===== config.mk =====
export PLATFORM = sky130hd
export DESIGN_NAME = strap_i2c_regslave
export DESIGN_NICKNAME = d
export VERILOG_FILES = /design/src/rtl/smbs_pkg.sv /design/src/rtl/smbs_line_sync.sv /design/src/rtl/smbs_regbank.sv /design/src/rtl/smbs_engine.sv /design/src/rtl/strap_i2c_regslave.sv
export SDC_FILE = /design/constraint.sdc
export NUM_CORES = 1
export LEC_CHECK = 0
export CAP_MARGIN = 30
export CORE_MARGIN = 5
export CORE_UTILIZATION = 30
export DETAILED_ROUTE_END_ITERATION = 16
export REMOVE_ABC_BUFFERS = 1
export SETUP_SLACK_MARGIN = 0.02
export SLEW_MARGIN = 10
export SYNTH_ARGS = -nofsm -noshare
export SYNTH_HDL_FRONTEND = slang
export SYNTH_SLANG_ARGS = --single-unit

===== constraint.sdc =====
create_clock -name clk -period 2.63 [get_ports clk]
set_input_delay 0.789 -clock clk [delete_from_list [all_inputs] [get_ports clk]]
set_output_delay 0.789 -clock clk [all_outputs]
set_load 0.005 [all_outputs]

===== src/rtl/smbs_pkg.sv =====
package smbs_pkg;

    // high six bits of the strapped address; the select strap supplies bit 0
    localparam logic [5:0] STRAP_BASE = 6'b010110;

    typedef enum logic [2:0] {
        ST_IDLE,
        ST_ADDR,
        ST_AACK,
        ST_WDAT,
        ST_WACK,
        ST_RDAT,
        ST_RACK
    } phase_t;

    typedef struct packed {
        logic scl;
        logic sda;
        logic scl_rise;
        logic scl_fall;
        logic start;
        logic stop;
    } line_t;

    function automatic logic [6:0] pick_addr(input logic en, input logic sel,
                                             input logic [6:0] dflt);
        return en ? {STRAP_BASE, sel} : dflt;
    endfunction

endpackage


===== src/rtl/smbs_line_sync.sv =====
module smbs_line_sync
    import smbs_pkg::*;
(
    input  logic  clk,
    input  logic  rst,
    input  logic  scl_i,
    input  logic  sda_i,
    output line_t ln
);
    logic [1:0] scl_ff;
    logic [1:0] sda_ff;
    logic       scl_d;
    logic       sda_d;

    always_ff @(posedge clk) begin
        if (rst) begin
            scl_ff <= 2'b11;
            sda_ff <= 2'b11;
            scl_d  <= 1'b1;
            sda_d  <= 1'b1;
        end else begin
            scl_ff <= {scl_ff[0], scl_i};
            sda_ff <= {sda_ff[0], sda_i};
            scl_d  <= scl_ff[1];
            sda_d  <= sda_ff[1];
        end
    end

    always_comb begin
        ln.scl      = scl_ff[1];
        ln.sda      = sda_ff[1];
        ln.scl_rise = scl_ff[1] & ~scl_d;
        ln.scl_fall = ~scl_ff[1] & scl_d;
        ln.start    = scl_ff[1] & scl_d & sda_d & ~sda_ff[1];
        ln.stop     = scl_ff[1] & scl_d & ~sda_d & sda_ff[1];
    end
endmodule


===== src/rtl/smbs_regbank.sv =====
module smbs_regbank #(
    parameter int NREG  = 16,
    parameter int IDX_W = 4
) (
    input  logic             clk,
    input  logic             rst,
    input  logic             wr_en,
    input  logic [IDX_W-1:0] idx,
    input  logic [7:0]       wr_data,
    output logic [7:0]       rd_data
);
    logic [7:0] mem [NREG];

    always_ff @(posedge clk) begin
        if (rst) begin
            for (int i = 0; i < NREG; i++) mem[i] <= 8'h00;
        end else if (wr_en) begin
            mem[idx] <= wr_data;
        end
    end

    assign rd_data = mem[idx];
endmodule


===== src/rtl/smbs_engine.sv =====
module smbs_engine
    import smbs_pkg::*;
#(
    parameter int IDX_W = 4
) (
    input  logic             clk,
    input  logic             rst,
    input  line_t            ln,
    input  logic [6:0]       own_addr,
    input  logic [7:0]       rd_data,
    output logic [IDX_W-1:0] ptr,
    output logic             wr_en,
    output logic [7:0]       wr_data,
    output logic             sda_pull
);
    phase_t           st;
    logic [7:0]       sh;
    logic [3:0]       bits;
    logic [1:0]       nbytes;
    logic             is_rd;
    logic [IDX_W-1:0] ptr_q;

    wire byte_done = ln.scl_fall && (bits == 4'd8);

    always_ff @(posedge clk) begin
        if (rst) begin
            st     <= ST_IDLE;
            sh     <= 8'h00;
            bits   <= 4'd0;
            nbytes <= 2'd0;
            is_rd  <= 1'b0;
            ptr_q  <= '0;
        end else if (ln.stop) begin
            st <= ST_IDLE;
        end else if (ln.start) begin
            st   <= ST_ADDR;
            bits <= 4'd0;
        end else begin
            case (st)
                ST_ADDR: begin
                    if (ln.scl_rise) begin
                        sh   <= {sh[6:0], ln.sda};
                        bits <= bits + 4'd1;
                    end else if (byte_done) begin
                        if (sh[7:1] == own_addr) begin
                            st    <= ST_AACK;
                            is_rd <= sh[0];
                        end else begin
                            st <= ST_IDLE;
                        end
                    end
                end
                ST_AACK: begin
                    if (ln.scl_fall) begin
                        bits   <= 4'd0;
                        nbytes <= 2'd0;
                        if (is_rd) begin
                            st <= ST_RDAT;
                            sh <= rd_data;
                        end else begin
                            st <= ST_WDAT;
                        end
                    end
                end
                ST_WDAT: begin
                    if (ln.scl_rise) begin
                        sh   <= {sh[6:0], ln.sda};
                        bits <= bits + 4'd1;
                    end else if (byte_done) begin
                        if (nbytes < 2'd2) begin
                            st     <= ST_WACK;
                            nbytes <= nbytes + 2'd1;
                            if (nbytes == 2'd0) ptr_q <= sh[IDX_W-1:0];
                        end else begin
                            st <= ST_IDLE;
                        end
                    end
                end
                ST_WACK: begin
                    if (ln.scl_fall) begin
                        bits <= 4'd0;
                        st   <= ST_WDAT;
                    end
                end
                ST_RDAT: begin
                    if (ln.scl_rise) begin
                        bits <= bits + 4'd1;
                    end else if (byte_done) begin
                        st <= ST_RACK;
                    end else if (ln.scl_fall) begin
                        sh <= {sh[6:0], 1'b0};
                    end
                end
                ST_RACK: begin
                    if (ln.scl_rise) st <= ST_IDLE;
                end
                default: st <= ST_IDLE;
            endcase
        end
    end

    assign wr_en    = (st == ST_WDAT) && byte_done && (nbytes == 2'd1)
                      && !ln.stop && !ln.start;
    assign wr_data  = sh;
    assign ptr      = ptr_q;
    assign sda_pull = (st == ST_AACK) || (st == ST_WACK)
                      || ((st == ST_RDAT) && !sh[7]);

    // acknowledge slot only follows a complete eight-bit address byte
    assert_ack_after_byte_R4: assert property (@(posedge clk) disable iff (rst)
        (st == ST_AACK && $past(st) != ST_AACK) |-> ($past(bits) == 4'd8 && $past(ln.scl_fall)));

    // a byte never holds more than eight data clocks
    assert_bit_bound_R4: assert property (@(posedge clk) disable iff (rst)
        bits <= 4'd8);

    // the pull toggles only while the synchronized clock is low
    assert_pull_scl_low_R11: assert property (@(posedge clk) disable iff (rst)
        !$stable(sda_pull) |-> !ln.scl);
endmodule


===== src/rtl/strap_i2c_regslave.sv =====
module strap_i2c_regslave
    import smbs_pkg::*;
#(
    parameter int         NREG     = 16,
    parameter logic [6:0] DEF_ADDR = 7'h2E
) (
    input  logic clk,
    input  logic rst,
    input  logic scl_i,
    input  logic sda_i,
    input  logic strap_sel_i,
    input  logic strap_en_i,
    output logic sda_pull_o
);
    localparam int IDX_W = (NREG > 1) ? $clog2(NREG) : 1;

    line_t            ln;
    logic [6:0]       own_addr;
    logic [IDX_W-1:0] ptr;
    logic             wr_en;
    logic [7:0]       wr_data;
    logic [7:0]       rd_data;

    // straps follow the pins while reset is held, frozen once it releases
    always_ff @(posedge clk) begin
        if (rst) own_addr <= pick_addr(strap_en_i, strap_sel_i, DEF_ADDR);
    end

    smbs_line_sync u_sync (
        .clk   (clk),
        .rst   (rst),
        .scl_i (scl_i),
        .sda_i (sda_i),
        .ln    (ln)
    );

    smbs_engine #(.IDX_W(IDX_W)) u_engine (
        .clk      (clk),
        .rst      (rst),
        .ln       (ln),
        .own_addr (own_addr),
        .rd_data  (rd_data),
        .ptr      (ptr),
        .wr_en    (wr_en),
        .wr_data  (wr_data),
        .sda_pull (sda_pull_o)
    );

    smbs_regbank #(.NREG(NREG), .IDX_W(IDX_W)) u_bank (
        .clk     (clk),
        .rst     (rst),
        .wr_en   (wr_en),
        .idx     (ptr),
        .wr_data (wr_data),
        .rd_data (rd_data)
    );

    assert_addr_frozen_R2: assert property (@(posedge clk) disable iff (rst)
        !$past(rst) |-> $stable(own_addr));

    assert_stop_release_R10: assert property (@(posedge clk) disable iff (rst)
        ln.stop |=> !sda_pull_o);
endmodule


# After elaboration in Yosys (flattened, before gate mapping)
# Memory sizes are Yosys's and may differ from the RTL's. A register that Yosys moved wholly into a read port is not among the register bits.
# Cells that the tools add are included.
op_classes:
  addsub: 2
  magnitude_cmp: 1
  n_eq_ne: 34
  muxes: 41
  bitwise: 14
  n_reduce_logical: 28
ops:
  columns: ["cell", "n"]
  rows:
  - ["$mux W8", 7]
  - ["$mux W3", 11]
  - ["$reduce_and A9 Y1", 3]
  - ["$mux W4", 6]
  - ["$pmux W8 S3", 1]
  - ["$ne A3 B1 Y1 const B", 7]
  - ["$ne A2 B1 Y1 const B", 9]
  - ["$pmux W3 S6", 1]
  - ["$reduce_and A7 Y1", 2]
  - ["$mux W2", 6]
  - ["$ne A3 B2 Y1 const B", 4]
  - ["$ne A2 B2 Y1 const B", 5]
  - ["$eq A3 B3 Y1 const B", 3]
  - ["$pmux W4 S2", 1]
  - ["$reduce_or A8 Y1", 1]
  - ["$and A1 B1 Y1", 7]
  - ["$eq A7 B7 Y1", 1]
  - ["$mux W1", 7]
  - ["$not A1 Y1", 7]
  - ["$eq A3 B2 Y1 const B", 2]
  - ["$logic_and A1 B1 Y1", 6]
  - ["$reduce_and A6 Y1", 1]
  - ["$reduce_bool A3 Y1", 2]
  - ["$reduce_or A2 Y1", 3]
  - ["13 further kinds", 17]
word_totals:
  ff_bits: 35
  ramBits: 128
  word_cells: 134
  memories: 1
mem_list:
  columns: ["name", "words", "word_bits", "rd", "rd_ports_with_merged_regs", "wr", "line", "source"]
  rows:
  - ["u_bank.mem", 16, 8, 1, 1, 16, "smbs_regbank.sv:12", "logic [7:0] mem [NREG];"]

# Depth between registers and ports, before layout
# Gate-level depths: netlist (run 1).
depth:
  depth_word: 12
  mapped_depth: 9

# Hierarchy
# A second synthesis (run 1) with hierarchy kept.
hier_totals:
  hier_cells: 584
  hier_area_um2: 7673.6
modules_own_cells:
  columns: ["module", "n_inst", "cells_each", "area_per_inst_um2", "seq_area_each_um2"]
  rows:
  - ["smbs_regbank", 1, 376, 5881.9, 3843.7]
  - ["smbs_engine", 1, 184, 1508.9, 440.4]
  - ["smbs_line_sync", 1, 18, 205.2, 120.1]
  - ["strap_i2c_regslave", 1, 6, 77.6, 60.1]

# Worst setup path after synthesis (run 1)
# Ideal clock, no wire load.
synth_timing:
  path_type: "input -> register"
  from: "in rst"
  to: "mem u_bank.mem[0][0] (enable)"
  setup_ns: 0.326
  arrival_ns: 1.781
  required_ns: 2.304
  slack_ns: 0.523
  cell_stages: 5
  path_buffers: 1
  path_cell_list: "clkbuf_1 > a21oi_2 > nand3_2 > nor3_1 > a21o_1"
synth_rtl:
  columns: ["element", "line", "source"]
  rows:
  - ["start, declared", "strap_i2c_regslave.sv:8", "input logic rst,"]
  - ["end, declared", "smbs_regbank.sv:12", null]

# Worst setup path in the final report (run 1)
layout_timing:
  from: "reg u_engine.st[1]"
  to: "out sda_pull_o"
layout_via:
  elab_chain_cells: 3
layout_lines:
  columns: ["element", "line", "source"]
  rows:
  - ["start, declared", "smbs_engine.sv:16", "phase_t st;"]
  - ["start signal, assigned", "smbs_engine.sv:27", "st <= ST_IDLE;"]
  - ["start signal, assigned", "smbs_engine.sv:34", "st <= ST_IDLE;"]
  - ["start signal, assigned", "smbs_engine.sv:36", "st <= ST_ADDR;"]
  - ["$eq A3 B2 Y1, or another cell as far along", "smbs_engine.sv:106", "assign sda_pull = (st == ST_AACK) || (st == ST_WACK)"]
  - ["$logic_or A1 B1 Y1 / $logic_and A1 B1 Y1 (equally long branches)", "smbs_engine.sv:106, smbs_engine.sv:107", null]
  - ["$logic_or A1 B1 Y1 (*)", "smbs_engine.sv:107", "|| ((st == ST_RDAT) && !sh[7]);"]
  - ["end, declared", "strap_i2c_regslave.sv:13", "output logic sda_pull_o"]
# Every way passes the cells marked *; elsewhere a longest branch is shown, timed or not.

==> results of run 1 <==
[logic make-up (layout without fill, tap and decap cells)]
group,after synthesis,after routing
compound gates,100,100
mux,74,74
fa+ha+maj,7,7
flops,162,162
xor+xnor,4,4
simple gates,251,251
buf+inv,60,83
[critical path, delay by kind of cell (launching register included)]
kind	cells	cell delay (ns)
AO/OA/AOI/OAI	1	0.12
XOR/XNOR	1	0.30
flip-flops	1	0.39
buffers and inverters	1	0.47
[timing repair]
action                     4_1_cts  5_1_grt
hold buffers                     0        0
pin swaps                        0        0
setup endpoints to repair        1        1
buffers inserted                 0        0
gates resized for setup          3        2
[layout make-up]
class	count	area (um^2)
sequential	162	4553
timing repair buffer	37	312.8
fill	2497	16450
tap	330	412.9
clock buffer	22	474.2
inverter	14	52.55
clock inverter	10	75.07
multi-input combinational	436	2780
[sequential cells by signal (all words and copies together), names as in the netlist, named ones only]
signal / flops
u_bank.mem: 128
u_engine.wr_data: 8
u_engine.bits: 4
u_engine.ptr: 4
u_engine.st: 3
own_addr: 2
u_engine.nbytes: 2
u_sync.scl_ff: 2
u_sync.sda_ff: 2
u_engine.is_rd: 1
u_sync.scl_d: 1
u_sync.sda_d: 1
[through the flow]
stage	hold WS, ns	power (uW)	instance area (um^2)	util, %
final	0.4085	5354	8661	34.49
after global routing	0.4380	5527	8661	34.49
after CTS	0.4110	5384	8657	34.48
after detailed placement	0.3957	3093	8099	32.26
after global placement	0.3984	3090	8099	32.26
after floorplan	0.3895	3016	7370	-
[final timing paths]
kind	startpoint	end	slack [ns]
setup reg to reg	u_engine.bits[0]$_SDFFE_PP0P_	u_bank.mem[0][1]$_SDFFCE_PN0P_	0.46
hold reg to reg	u_sync.scl_ff[0]$_SDFF_PP1_	u_sync.scl_ff[1]$_SDFF_PP1_	0.41
hold / removal	u_sync.scl_ff[0]$_SDFF_PP1_	u_sync.scl_ff[1]$_SDFF_PP1_	0.41
setup / recovery	u_engine.st[1]$_SDFFE_PP0P_	sda_pull_o	0.14
[cells in the final DEF (no fill, tap or decap), types with 4 or more instances in the layout]
| cell type | n |
|---|---|
| mux2i_1 | 74 |
| o21ai_0 | 4 |
| ha_1 | 6 |
| dfxtp_1 | 29 |
| nor2b_1 | 8 |
| nand3_1 | 10 |
| clkbuf_16 | 17 |
| nand2_1 | 49 |
| edfxtp_1 | 130 |
| clkdlybuf4s50_1 | 5 |
| nor2_2 | 4 |
| a22oi_1 | 23 |
| a311oi_2 | 8 |
| or2_2 | 7 |
| a21oi_1 | 24 |
| a21o_1 | 16 |
| a32oi_1 | 7 |
| nor2_1 | 140 |
| inv_1 | 14 |
| and2_1 | 5 |
| buf_4 | 29 |
[per-layer routing]
| metal | vias up | GRT usage, % | wire length [um] |
|---|---|---|---|
| met2 | 116 | 20.02 | 8489 |
| met4 | 0 | 3.500 | 261 |
| met3 | 20 | 3.168 | 931 |
| met1 | 2468 | 17.43 | 8307 |
| li1 | 2385 | - | - |
| met5 | - | 0 | 0 |
[where the power goes]
group / total [uW] / switching (uW) / internal (uW)
clock network: 2320 / 1030 / 1290
logic: 176 / 115 / 61.0
registers: 2860 / 30.1 / 2830
==> impl_results.md, run 1 <==
* Status: completed
* Cell count after placement at 979
* Max-cap violation count at 0
* Post-synthesis cell type count at 54
* WS Path Type: register to primary output
* EDFF count, synth at 130
* Slew headroom at 60.89%
* Crit-path cells: xnor2_1 -> o2bb2ai_1 -> clkdlybuf4s50_1
* WP data arrival at 1.70 ns
* Post-synth ARST share at 0%
* Req. time, crit path at 1.84 ns
* Routed wire length at 17990 um
* Crit-path max FO at 10
* Hold depth at 1
* Die span in x at 169.6 um
* PortBufs at 6
* Cell area after synthesis at 7642 um^2
* Final setup fails at 0
* Final Hold Viols at 0
* TNS Setup at 0 ns
* Compound-Gate Fraction of Synth Area at 10.09%
* CTS HTree Levels at 4
* Synth warnings at 0
* Xor-xnor portion of the synthesized cell area at 0.4584%
* Clk sinks at 162
* Unrepaired setup endpoints after global routing: false
* Layout cells sized above 1 at 13.80%
* Io pins at 7
* First-pass GRT wire length at 27880 um
* Main combinational cell family by area after synthesis: simple AND/OR/NAND/NOR gates
* Slew Viols, Final at 0
* Layout Nets at 680
* Syn avg cell area at 11.61 um^2
* Post-synthesis simple-gate area fraction at 14.93%
* Initial antenna violation count at 0
* Diodes inserted at 0
* Post-synth top cells: 140 x nor2_1, 130 x edfxtp_1, 74 x mux2i_1
* Max frequency at 0.4020 GHz
* Setup Skew at 0.009233 ns
* Cells on worst reg2reg path at 8
* Top cell type's share of synthesized area at 51.08%
* Post-Layout Cell Count at 1011
* Drt pass-1 iters at 5
* Worst setup EP type: primary output
* Clock Latency Late Sink at 0.43 ns
* Min cycle time layout at 2.488 ns
* PD cells at 618.2 nW/um^2
* Peak VDD IR at 0.4515 mV
* Global route overflow at 0
* Worst Max-Slew Pin Slew at 0.5867 ns
* DIE AREA at 28770 um^2
* Post-synthesis sequential area ratio at 59.46%
* P_leak at 0.002796 uW
* Core area at 25110 um^2
* Die Span Y at 169.6 um
* Root Driver: clkbuf_16
* HPWL after DPL at 12200 um
* Number of synthesized register bits at 162
* Vias in the first global route at 4882
* Hold Crit Class: register to register
* Antenna Nets Post-Route at 0
* CTS Buf Count at 17
* DR DRC count at 0
* Synth area leader: edfxtp_1
* Initial DRC Count at 425
* Tot GR Track Use at 12.69%
* PnR worst setup slack at 0.1424 ns
* Final period util at 94.59%
* Pre-CTS WS at 0.3196 ns
* Most common cell in the netlist: nor2_1
* Vias post-DR at 4989
* Number of vias per cell at 4.935
* Slowest stage delay, CP at 0.47 ns
* Top cells by area, synth: edfxtp_1 51%, mux2i_1 9.7%, dfxtp_1 8.4%
* P&R area growth vs syn at 13.33%
* Routability cong. at 0.8432
* Slowest CP cell: clkdlybuf4s50_1
* Crit path launch type: register
* Initial Util at 30.44%
* Synth Instances at 658
* Post-Synth Adder-Cell Area at 1.113%
* Max clock buf depth at 2
* Post-synth top flop: edfxtp_1
* Rows at 58
* Worst-path clk slew at 0.06 ns
* Wire per inst at 17.79 um
* Multiplexer area fraction after synthesis at 9.692%
* CTS tree: built
* Largest net degree at the start of global routing at 45
Note: power is estimated with default switching activity, not from simulation.
==> run 2, diff against run 1 <==
--- a/config.mk
+++ b/config.mk
@@ -9,6 +9,7 @@
 export CORE_MARGIN = 5
 export CORE_UTILIZATION = 30
 export DETAILED_ROUTE_END_ITERATION = 16
+export HOLD_SLACK_MARGIN = 0.1
 export REMOVE_ABC_BUFFERS = 1
 export SETUP_SLACK_MARGIN = 0.02
 export SLEW_MARGIN = 10
==> results of run 2 <==
Final layout, timing and power as in run 1 (identical DEF).
==> run 3, diff against run 2 <==
--- a/config.mk
+++ b/config.mk
@@ -5,11 +5,11 @@
 export SDC_FILE = /design/constraint.sdc
 export NUM_CORES = 1
 export LEC_CHECK = 0
+export ABC_CLOCK_PERIOD_IN_PS = 2630
 export CAP_MARGIN = 30
 export CORE_MARGIN = 5
 export CORE_UTILIZATION = 30
 export DETAILED_ROUTE_END_ITERATION = 16
-export HOLD_SLACK_MARGIN = 0.1
 export REMOVE_ABC_BUFFERS = 1
 export SETUP_SLACK_MARGIN = 0.02
 export SLEW_MARGIN = 10
==> results of run 3 <==
Final layout, timing and power as in run 1 (identical DEF).
